[src/rtl/bfifo_pkg.sv]
package bfifo_pkg;
  localparam int unsigned SAMPLE_W = 8;

  typedef struct packed {
    logic empty;
    logic half;
    logic full;
  } level_flags_t;
endpackage

[src/rtl/bfifo_ptrs.sv]
module bfifo_ptrs #(
  parameter int unsigned DEPTH = 16,
  localparam int unsigned AW = $clog2(DEPTH),
  localparam int unsigned CW = AW + 1
) (
  input  logic          clk_i,
  input  logic          rst_ni,
  input  logic          wr_req_i,
  input  logic          rd_req_i,
  output logic          wr_ok_o,
  output logic          rd_ok_o,
  output logic [AW-1:0] wr_addr_o,
  output logic [AW-1:0] rd_addr_o,
  output logic [CW-1:0] count_o,
  output logic [CW-1:0] count_nxt_o
);
  logic [AW-1:0] wr_ptr_q, rd_ptr_q;
  logic [CW-1:0] count_q;
  logic          is_full, is_empty;

  assign is_full  = (count_q == CW'(DEPTH));
  assign is_empty = (count_q == '0);
  // full blocks writes even with a concurrent read; empty blocks reads
  assign wr_ok_o  = wr_req_i & ~is_full;
  assign rd_ok_o  = rd_req_i & ~is_empty;

  always_comb begin
    count_nxt_o = count_q;
    if (wr_ok_o && !rd_ok_o) count_nxt_o = count_q + CW'(1);
    else if (rd_ok_o && !wr_ok_o) count_nxt_o = count_q - CW'(1);
  end

  always_ff @(posedge clk_i or negedge rst_ni) begin
    if (!rst_ni) begin
      wr_ptr_q <= '0;
      rd_ptr_q <= '0;
      count_q  <= '0;
    end else begin
      if (wr_ok_o) wr_ptr_q <= wr_ptr_q + AW'(1);
      if (rd_ok_o) rd_ptr_q <= rd_ptr_q + AW'(1);
      count_q <= count_nxt_o;
    end
  end

  assign wr_addr_o = wr_ptr_q;
  assign rd_addr_o = rd_ptr_q;
  assign count_o   = count_q;
endmodule

[src/rtl/bfifo_store.sv]
module bfifo_store #(
  parameter int unsigned DW    = 8,
  parameter int unsigned DEPTH = 16,
  localparam int unsigned AW = $clog2(DEPTH)
) (
  input  logic          clk_i,
  input  logic          rst_ni,
  input  logic          we_i,
  input  logic [AW-1:0] waddr_i,
  input  logic [DW-1:0] wdata_i,
  input  logic          re_i,
  input  logic [AW-1:0] raddr_i,
  output logic [DW-1:0] rdata_o
);
  logic [DW-1:0] slot_q [DEPTH];
  logic [DW-1:0] rdata_q;

  for (genvar g = 0; g < DEPTH; g++) begin : g_slot
    logic sel;
    assign sel = we_i && (waddr_i == AW'(g));
    always_ff @(posedge clk_i) begin
      if (sel) slot_q[g] <= wdata_i;
    end
  end

  always_ff @(posedge clk_i or negedge rst_ni) begin
    if (!rst_ni)   rdata_q <= '0;
    else if (re_i) rdata_q <= slot_q[raddr_i];
  end

  assign rdata_o = rdata_q;
endmodule

[src/rtl/bfifo_irq.sv]
module bfifo_irq #(
  parameter int unsigned DEPTH = 16,
  localparam int unsigned CW   = $clog2(DEPTH) + 1,
  localparam int unsigned HALF = DEPTH / 2
) (
  input  logic          clk_i,
  input  logic          rst_ni,
  input  logic [CW-1:0] count_nxt_i,
  input  logic          drop_i,
  input  logic          ovf_clr_i,
  output logic          irq_o,
  output logic          ovf_o
);
  logic irq_q, ovf_q;

  // arm at half, release only at empty
  always_ff @(posedge clk_i or negedge rst_ni) begin
    if (!rst_ni) irq_q <= 1'b0;
    else if (count_nxt_i >= CW'(HALF)) irq_q <= 1'b1;
    else if (count_nxt_i == '0) irq_q <= 1'b0;
  end

  // set wins over clear
  always_ff @(posedge clk_i or negedge rst_ni) begin
    if (!rst_ni) ovf_q <= 1'b0;
    else if (drop_i) ovf_q <= 1'b1;
    else if (ovf_clr_i) ovf_q <= 1'b0;
  end

  assign irq_o = irq_q;
  assign ovf_o = ovf_q;
endmodule

[src/rtl/bfifo_top.sv]
module bfifo_top #(
  parameter int unsigned DEPTH = 16,
  localparam int unsigned DW   = bfifo_pkg::SAMPLE_W,
  localparam int unsigned AW   = $clog2(DEPTH),
  localparam int unsigned CW   = AW + 1,
  localparam int unsigned HALF = DEPTH / 2
) (
  input  logic          clk_i,
  input  logic          rst_ni,
  input  logic          wr_valid_i,
  input  logic [DW-1:0] wr_data_i,
  input  logic          rd_en_i,
  output logic [DW-1:0] rd_data_o,
  input  logic          ovf_clr_i,
  output logic          empty_o,
  output logic          half_o,
  output logic          full_o,
  output logic          irq_o,
  output logic          ovf_o
);
  logic          wr_ok, rd_ok;
  logic [AW-1:0] wr_addr, rd_addr;
  logic [CW-1:0] count_q, count_nxt;
  bfifo_pkg::level_flags_t flags;

  bfifo_ptrs #(.DEPTH(DEPTH)) u_ptrs (
    .clk_i       (clk_i),
    .rst_ni      (rst_ni),
    .wr_req_i    (wr_valid_i),
    .rd_req_i    (rd_en_i),
    .wr_ok_o     (wr_ok),
    .rd_ok_o     (rd_ok),
    .wr_addr_o   (wr_addr),
    .rd_addr_o   (rd_addr),
    .count_o     (count_q),
    .count_nxt_o (count_nxt)
  );

  bfifo_store #(.DW(DW), .DEPTH(DEPTH)) u_store (
    .clk_i   (clk_i),
    .rst_ni  (rst_ni),
    .we_i    (wr_ok),
    .waddr_i (wr_addr),
    .wdata_i (wr_data_i),
    .re_i    (rd_ok),
    .raddr_i (rd_addr),
    .rdata_o (rd_data_o)
  );

  assign flags.empty = (count_q == '0);
  assign flags.half  = (count_q >= CW'(HALF));
  assign flags.full  = (count_q == CW'(DEPTH));

  bfifo_irq #(.DEPTH(DEPTH)) u_irq (
    .clk_i       (clk_i),
    .rst_ni      (rst_ni),
    .count_nxt_i (count_nxt),
    .drop_i      (wr_valid_i & flags.full),
    .ovf_clr_i   (ovf_clr_i),
    .irq_o       (irq_o),
    .ovf_o       (ovf_o)
  );

  assign empty_o = flags.empty;
  assign half_o  = flags.half;
  assign full_o  = flags.full;
endmodule

[config.mk]
export PLATFORM = sky130hd
export DESIGN_NAME = bfifo_top
export DESIGN_NICKNAME = d
export VERILOG_FILES = /design/src/rtl/bfifo_pkg.sv /design/src/rtl/bfifo_ptrs.sv /design/src/rtl/bfifo_store.sv /design/src/rtl/bfifo_irq.sv /design/src/rtl/bfifo_top.sv
export SDC_FILE = /design/constraint.sdc
export NUM_CORES = 1
export LEC_CHECK = 0
export ABC_AREA = 1
export BUFFER_PORTS_ARGS = -buffer_cell sky130_fd_sc_hd__buf_2
export CAP_MARGIN = 5
export CORE_AREA = 2 2 122 124
export DETAILED_ROUTE_END_ITERATION = 16
export DIE_AREA = 0 0 124 126
export GPL_TIMING_DRIVEN = 0
export MAX_ROUTING_LAYER = met4
export PLACE_DENSITY = 0.66
export RECOVER_POWER = 50
export SLEW_MARGIN = 20
export SYNTH_ARGS = -nofsm -noshare
export SYNTH_HDL_FRONTEND = slang
export SYNTH_SLANG_ARGS = --single-unit
[constraint.sdc]
create_clock -name clk_i -period 2.1 [get_ports clk_i]
set_input_delay 0.105 -clock clk_i [delete_from_list [all_inputs] [get_ports clk_i]]
set_output_delay 0.105 -clock clk_i [all_outputs]
set_load 0.005 [all_outputs]
==> impl_metrics.json, run 1 <==
{
  "path_class": "register to register",
  "ys_ff_latch": 151,
  "hold_violations": 0,
  "stdcell_area_um2": 7340,
  "drive_gt1_share_pct": 17.2,
  "yosysUniqueCellTypes": 28,
  "slew_headroom_pct": 41.2,
  "fin_nets": 584,
  "cp-end-kind": "register",
  "clock_sinks": 151,
  "die_w_um": 124,
  "p_sw_mw": 3.71,
  "syn2layout_area_growth_pct": 17.0,
  "hpwl_um": 9180,
  "leakage_nw": 2.59,
  "regToRegSetupSlack_ns": -0.04,
  "nFillCells": 1226,
  "cts_inserted_buffers": 17,
  "fin_cells": 760,
  "dieArea_um2": 15600,
  "ant_nets": 0,
  "setup_viol": 40,
  "seqPwrFrac_pct": 37.9,
  "drc_errors": 0,
  "postCtsSetupRepairBufs": 0,
  "drt_wl_total_um": 14000,
  "finalSetupTns_ns": -0.922,
  "cts-root-buf": "clkbuf_16",
  "port_buffers": 25,
  "postSynthCellCount": 516,
  "path_max_fanout": 8,
  "num_vias": 4113,
  "power.density_nw_per_um2": 1420,
  "grt_max_degree": 24,
  "crit_arrival_ns": 2.19,
  "synth_area_leaders": "edfxtp_1 61%, dfrtp_1 9.2%, nor2_1 7.5%",
  "clkPwrFrac_pct": 29.2,
  "place.gp.congestion": 0.873,
  "die_h_um": 126,
  "drtPass1Iterations": 5,
  "worst-r2r-cell-count": 7,
  "wl_per_cell_um": 18.4,
  "synth_top_area_cell": "edfxtp_1",
  "violations": "negative setup slack",
  "status": "complete, but fails checks",
  "finalMaxSlewViolations": 0,
  "cts_max_level": 4,
  "synth_top_area_share_pct": 61.3,
  "placed_area_um2": 6630,
  "utilization_pct": 51.3,
  "antenna_found_initial": 0,
  "syn-cell-area_um2": 6270,
  "p_comb_share_pct": 32.9,
  "coreArea_um2": 14300,
  "yosys_warnings": 0,
  "num_antenna_cells": 0,
  "rows": 44,
  "critPathLaunchType": "register",
  "grt_pass1_vias": 3837,
  "tightest_slew_ns": 0.882,
  "rsz0062_at_grt": "true",
  "vias_per_cell": 5.41,
  "syn_area_per_cell_um2": 12.2,
  "dp.cells": 725,
  "min_path_type": "input port to register",
  "cts_tree": "built",
  "worstPathRequired_ns": 2.16,
  "r2r_start": "u_ptrs.count_o[0]$_DFF_PN0_",
  "setup_slack_ns": -0.0359,
  "p_sw_share_pct": 35.5,
  "maxCapViolCount": 0,
  "p_int_mw": 6.73,
  "syn_nets": 537,
  "ios": 26,
  "min-delay-start": "rd_en_i",
  "whs_ns": 0.0300,
  "finalCriticalPeriod_ns": 2.14,
  "clk_pin_slew_ns": 0.06,
  "drt_iter0_markers": 475,
  "finalCritPeriodShare_pct": 102,
  "max-vdd-ir-drop_mv": 0.739,
  "grt-ovfl-total": 0,
  "grt_pass1_wl_um": 21300,
  "hold_depth": 3,
  "cts.path.max_buffers": 2,
  "min_to": "u_ptrs.rd_addr_o[0]$_DFFE_PN0P_",
  "synth-seq-area-share_pct": 70.5,
  "fmax_mhz": 468,
  "fin_skew_ns": 0.0129,
  "clk-insertion-delay-late_ns": 0.42,
  "r2r-end": "u_store.slot_q[15][0]$_DFFE_PP_",
  "initial_utilization_pct": 43.8,
  "grt_use_total_pct": 19.5
}
area by class of cell:
type / count / area [um2] / share of cell area, %
Sequential cell: 151 / 4420 / 60.2
Multi-Input combinational cell: 317 / 1720 / 23.4
Clock buffer: 27 / 556 / 7.57
Tap cell: 184 / 230 / 3.14
Timing Repair Buffer: 28 / 146 / 1.99
Buffer: 27 / 129 / 1.76
Inverter: 21 / 86.3 / 1.18
Clock inverter: 5 / 56.3 / 0.767
cell families (layout without fill, tap and decap cells):
kind of cell / after synthesis / after routing / share of synthesized area, %
buf+inv: 48 / 108 / 3.43
flops: 151 / 151 / 70.5
xor+xnor: 8 / 8 / 1.12
simple gates: 192 / 192 / 13.2
compound gates: 109 / 109 / 10.2
fa+ha+maj: 8 / 8 / 1.60
registers in the layout (all words and copies together) (netlist names):
register / flops
u_irq.ovf_o: 1
u_ptrs.rd_addr_o: 4
u_store.slot_q: 128
u_store.rdata_o: 8
u_ptrs.wr_addr_o: 4
u_ptrs.count_o: 5
u_irq.irq_o: 1
through the flow:
stage               setup WS [ns]  power [mW]
floorplan                   0.262        6.19
global placement           -0.184        7.19
detailed placement         -0.263        7.29
CTS                        -0.182        10.4
global route               -0.163        11.0
finish                    -0.0359        10.4
critical path, stage by stage (launching register included):
cell and delay (ns):
dfrtp_1 0.42, inv_1 0.12, ha_1 0.25, nand3_2 0.11, nand2_4 0.10, inv_6 0.09, nand2_1 0.21, nor2_2 0.47
placed cells by master, fill, tap and decap left out, types with 2 or more instances in the layout:
| master | n |
|---|---|
| a31oi_1 | 8 |
| buf_2 | 34 |
| buf_4 | 2 |
| clkbuf_1 | 19 |
| clkbuf_16 | 19 |
| clkbuf_8 | 5 |
| clkinv_1 | 2 |
| clkinv_2 | 2 |
| dfrtp_1 | 23 |
| dlygate4sd3_1 | 3 |
| edfxtp_1 | 128 |
| ha_1 | 8 |
| inv_1 | 16 |
| nand2_1 | 26 |
| nand2_2 | 5 |
| nand2_4 | 4 |
| nand3_1 | 23 |
| nand3_2 | 2 |
| nand4_1 | 3 |
| nor2_1 | 109 |
| nor2_2 | 9 |
| nor2_4 | 9 |
| o211ai_1 | 32 |
| o21ai_0 | 66 |
| o21ai_1 | 2 |
| xor2_1 | 8 |
synth_stat cells:
cell type / number
nand3_1: 23
nand2_4: 4
nand3_2: 2
inv_4: 1
o21ai_0: 66
xor2_1: 8
edfxtp_1: 128
nand2_2: 5
buf_4: 2
o21ai_2: 1
dfrtp_1: 23
o211ai_1: 32
nand4_1: 3
or2_2: 1
o21ai_1: 2
buf_2: 16
nor2_4: 1
clkbuf_1: 9
inv_6: 1
inv_2: 1
ha_1: 8
nor2_2: 1
clkinv_1: 2
inv_1: 16
nand2_1: 26
nor2_1: 125
nor3_1: 1
a31oi_1: 8
power by group through the flow:
stage	clock [mW]	sequential, mW	combinational, mW
floorplan	0	3.96	2.23
global placement	0	3.99	3.20
detailed placement	0	4.01	3.28
CTS	3.07	3.95	3.35
global route	3.22	4.00	3.79
finish	3.05	3.95	3.44
layer usage:
metal / part of all wire [%] / GRT usage, % / vias up
li1: - / - / 1927
met1: 43 / 26.1 / 2000
met2: 47 / 28.8 / 166
met3: 7.2 / 5.07 / 20
met4: 2.0 / 6.94 / 0
met5: 0 / - / -
worst max-delay path by stage:
stage	endpoint	from	slack (ns)	cells after the start
2_1_floorplan	u_store.slot_q[11][0]$_DFFE_PP_	u_ptrs.count_o[0]$_DFF_PN0_	0.26	7
3_3_place_gp	u_store.slot_q[1][2]$_DFFE_PP_	u_ptrs.count_o[0]$_DFF_PN0_	-0.18	7
3_5_place_dp	u_store.slot_q[0][1]$_DFFE_PP_	u_ptrs.count_o[0]$_DFF_PN0_	-0.26	7
4_1_cts	u_store.slot_q[3][5]$_DFFE_PP_	u_ptrs.count_o[0]$_DFF_PN0_	-0.18	7
5_1_grt	u_store.slot_q[8][4]$_DFFE_PP_	u_ptrs.count_o[0]$_DFF_PN0_	-0.16	7
6_report	u_store.slot_q[15][0]$_DFFE_PP_	u_ptrs.count_o[0]$_DFF_PN0_	-0.04	7
what timing repair did:
action / CTS / global route
pin swaps: 0 / 1
resized for setup: 11 / 13
endpoints found under the setup margin: 128 / 120
hold buffers: 3 / 0
hold endpoints to repair: 24 / 0
(Power assumes the default switching activity.)
==> inputs of run 2 (changes only) <==
--- a/config.mk
+++ b/config.mk
@@ -13,7 +13,6 @@
 export DIE_AREA = 0 0 124 126
 export GPL_TIMING_DRIVEN = 0
 export MAX_ROUTING_LAYER = met4
-export PLACE_DENSITY = 0.66
 export RECOVER_POWER = 50
 export SLEW_MARGIN = 20
 export SYNTH_ARGS = -nofsm -noshare
==> run 2 against run 1 <==
The flow now finishes without violations. Sequential cell count stayed put. Hold slack improved by 0.027 ns. Routed wire length rose by 3.6%. Fmax grew 2.0%. Core utilization is 0.35 points higher. Non-clock buffer count up 5. Largest power group unchanged.
==> impl_metrics.json, run 2 (synthesis results as in run 1) <==
{
  "status": "completed",
  "cp-end-kind": "register",
  "fmax_mhz": 478,
  "power.total_mw": 10.5,
  "grt-ovfl-total": 0,
  "power.density_nw_per_um2": 1430,
  "crit_arrival_ns": 2.16,
  "rsz0062_at_grt": "true",
  "setup_viol": 0,
  "finalSetupTns_ns": 0,
  "ant_nets": 0,
  "clock_sinks": 151,
  "seqPwrFrac_pct": 37.4,
  "dieArea_um2": 15600,
  "grt_max_degree": 24,
  "cts_inserted_buffers": 17,
  "tightest_slew_ns": 0.926,
  "min_path_type": "input port to register",
  "wl_per_cell_um": 19.0,
  "hpwl_um": 9930,
  "grt_pass1_wl_um": 22400,
  "p_comb_share_pct": 32.9,
  "cts.path.max_buffers": 2,
  "min-delay-start": "wr_valid_i",
  "num_antenna_cells": 0,
  "antenna_found_initial": 0,
  "fin_skew_ns": 0.00824,
  "crit_path_start": "u_ptrs.count_o[0]$_DFF_PN0_",
  "largest-register": "u_store.slot_q",
  "finalCriticalPeriod_ns": 2.09,
  "die_w_um": 124,
  "finalCritPeriodShare_pct": 99.7,
  "p_int_mw": 6.83,
  "cts_tree": "built",
  "nFillCells": 1232,
  "vias_per_cell": 5.39,
  "coreArea_um2": 14300,
  "drt_wl_total_um": 14500,
  "critPathLaunchType": "register",
  "r2r_start": "u_ptrs.count_o[0]$_DFF_PN0_",
  "clk_pin_slew_ns": 0.06,
  "drt_iter0_markers": 505,
  "largest_reg_flops": 128,
  "fin_nets": 589,
  "final_cell_mix": "128 x edfxtp_1, 109 x nor2_1, 66 x o21ai_0",
  "maxCapViolCount": 0,
  "drtPass1Iterations": 5,
  "leakage_nw": 2.62,
  "path_max_fanout": 8,
  "cts_max_level": 4,
  "whs_ns": 0.0567,
  "initial_utilization_pct": 43.8,
  "place.gp.congestion": 0.852,
  "hold_violations": 0,
  "p_sw_share_pct": 35.2,
  "cts-root-buf": "clkbuf_16",
  "path_class": "register to register",
  "worstPathRequired_ns": 2.17,
  "syn2layout_area_growth_pct": 17.8,
  "die_h_um": 126,
  "clkPwrFrac_pct": 29.7,
  "grt_pass1_vias": 4094,
  "final_common_cell": "edfxtp_1",
  "port_buffers": 25,
  "max-vdd-ir-drop_mv": 0.550,
  "slew_headroom_pct": 38.3,
  "grt_use_total_pct": 20.7,
  "num_vias": 4123,
  "p_sw_mw": 3.71,
  "ios": 26,
  "clk-insertion-delay-late_ns": 0.42,
  "drive_gt1_share_pct": 17.6,
  "rows": 44,
  "drc_errors": 0,
  "finalMaxSlewViolations": 0
}
-- run 2: changes by cell type in the layout (fill, tap and decap cells not counted), sizes merged --
cell         before  now
bufinv            1    4
clkbuf           43   38
clkinv            5    7
buf              36   40
dlygate4sd3       3    4
-- run 2: cell type report --
type                       count  area [um2]  share of cell area (%)
clock inverter                10         153                    2.07
multi-input combinational    317        1710                    23.1
sequential                   151        4420                    59.8
buffer                        27         129                    1.74
timing repair buffer          33         211                    2.86
clock buffer                  22         454                    6.15
tap                          184         230                    3.12
inverter                      21        86.3                    1.17
-- run 2: per-layer routing --
layer | vias up | routed length, um | global-route usage, %
met1 | 2046 | 6040 | 24.4
met2 | 115 | 7530 | 34.4
met3 | 24 | 611 | 4.62
li1 | 1938 | - | -
met4 | 0 | 338 | 8.00
met5 | - | 0 | -
-- run 2: power groups by stage --
stage	Sequential (mW)	Combinational (mW)	Clock, mW
CTS	3.95	3.44	3.19
finish	3.95	3.47	3.13
detailed placement	4.01	3.35	0
global route	4.00	3.88	3.29
global placement	3.99	3.28	0
floorplan	3.96	2.23	0
-- run 2: worst paths after layout --
| path | endpoint | slack [ns] | depth (start not counted) |
|---|---|---|---|
| setup / recovery | u_store.slot_q[9][7]$_DFFE_PP_ | 0.007 | 7 |
| hold / removal | u_ptrs.wr_addr_o[0]$_DFFE_PN0P_ | 0.06 | 3 |
| setup reg to reg | u_store.slot_q[9][7]$_DFFE_PP_ | 0.007 | 7 |
| hold reg to reg | u_irq.irq_o$_DFFE_PN0P_ | 0.47 | 2 |
| max in group asynchronous | u_store.rdata_o[4]$_DFFE_PN0P_ | 1.48 | 2 |
| min in group asynchronous | u_ptrs.count_o[0]$_DFF_PN0_ | 0.22 | 2 |
-- run 2: what timing repair did --
action                                 CTS  global route
endpoints found under the hold margin   25             0
gates resized for setup                 15             7
pin swaps                                0             1
hold buffers                             4             0
setup endpoints to repair              128           112
buffers inserted                         0             4
-- run 2: critical path, stage by stage, from the launching register on --
cell,delay [ns]
dfrtp_1,0.42
inv_1,0.11
ha_1,0.26
nand3_2,0.12
nand2_4,0.10
inv_6,0.09
nand2_1,0.20
nor2_2,0.44
-- run 2: through the flow --
step / std cells / area (um2) / worst slack, ns / util [%]
after floorplan: 516 / 6270 / 0.262 / -
after global placement: 725 / 6630 / -0.170 / 46.3
after detailed placement: 725 / 6630 / -0.194 / 46.3
after CTS: 761 / 7310 / -0.145 / 51.1
after global routing: 765 / 7390 / -0.133 / 51.6
final: 765 / 7390 / 0.00675 / 51.6
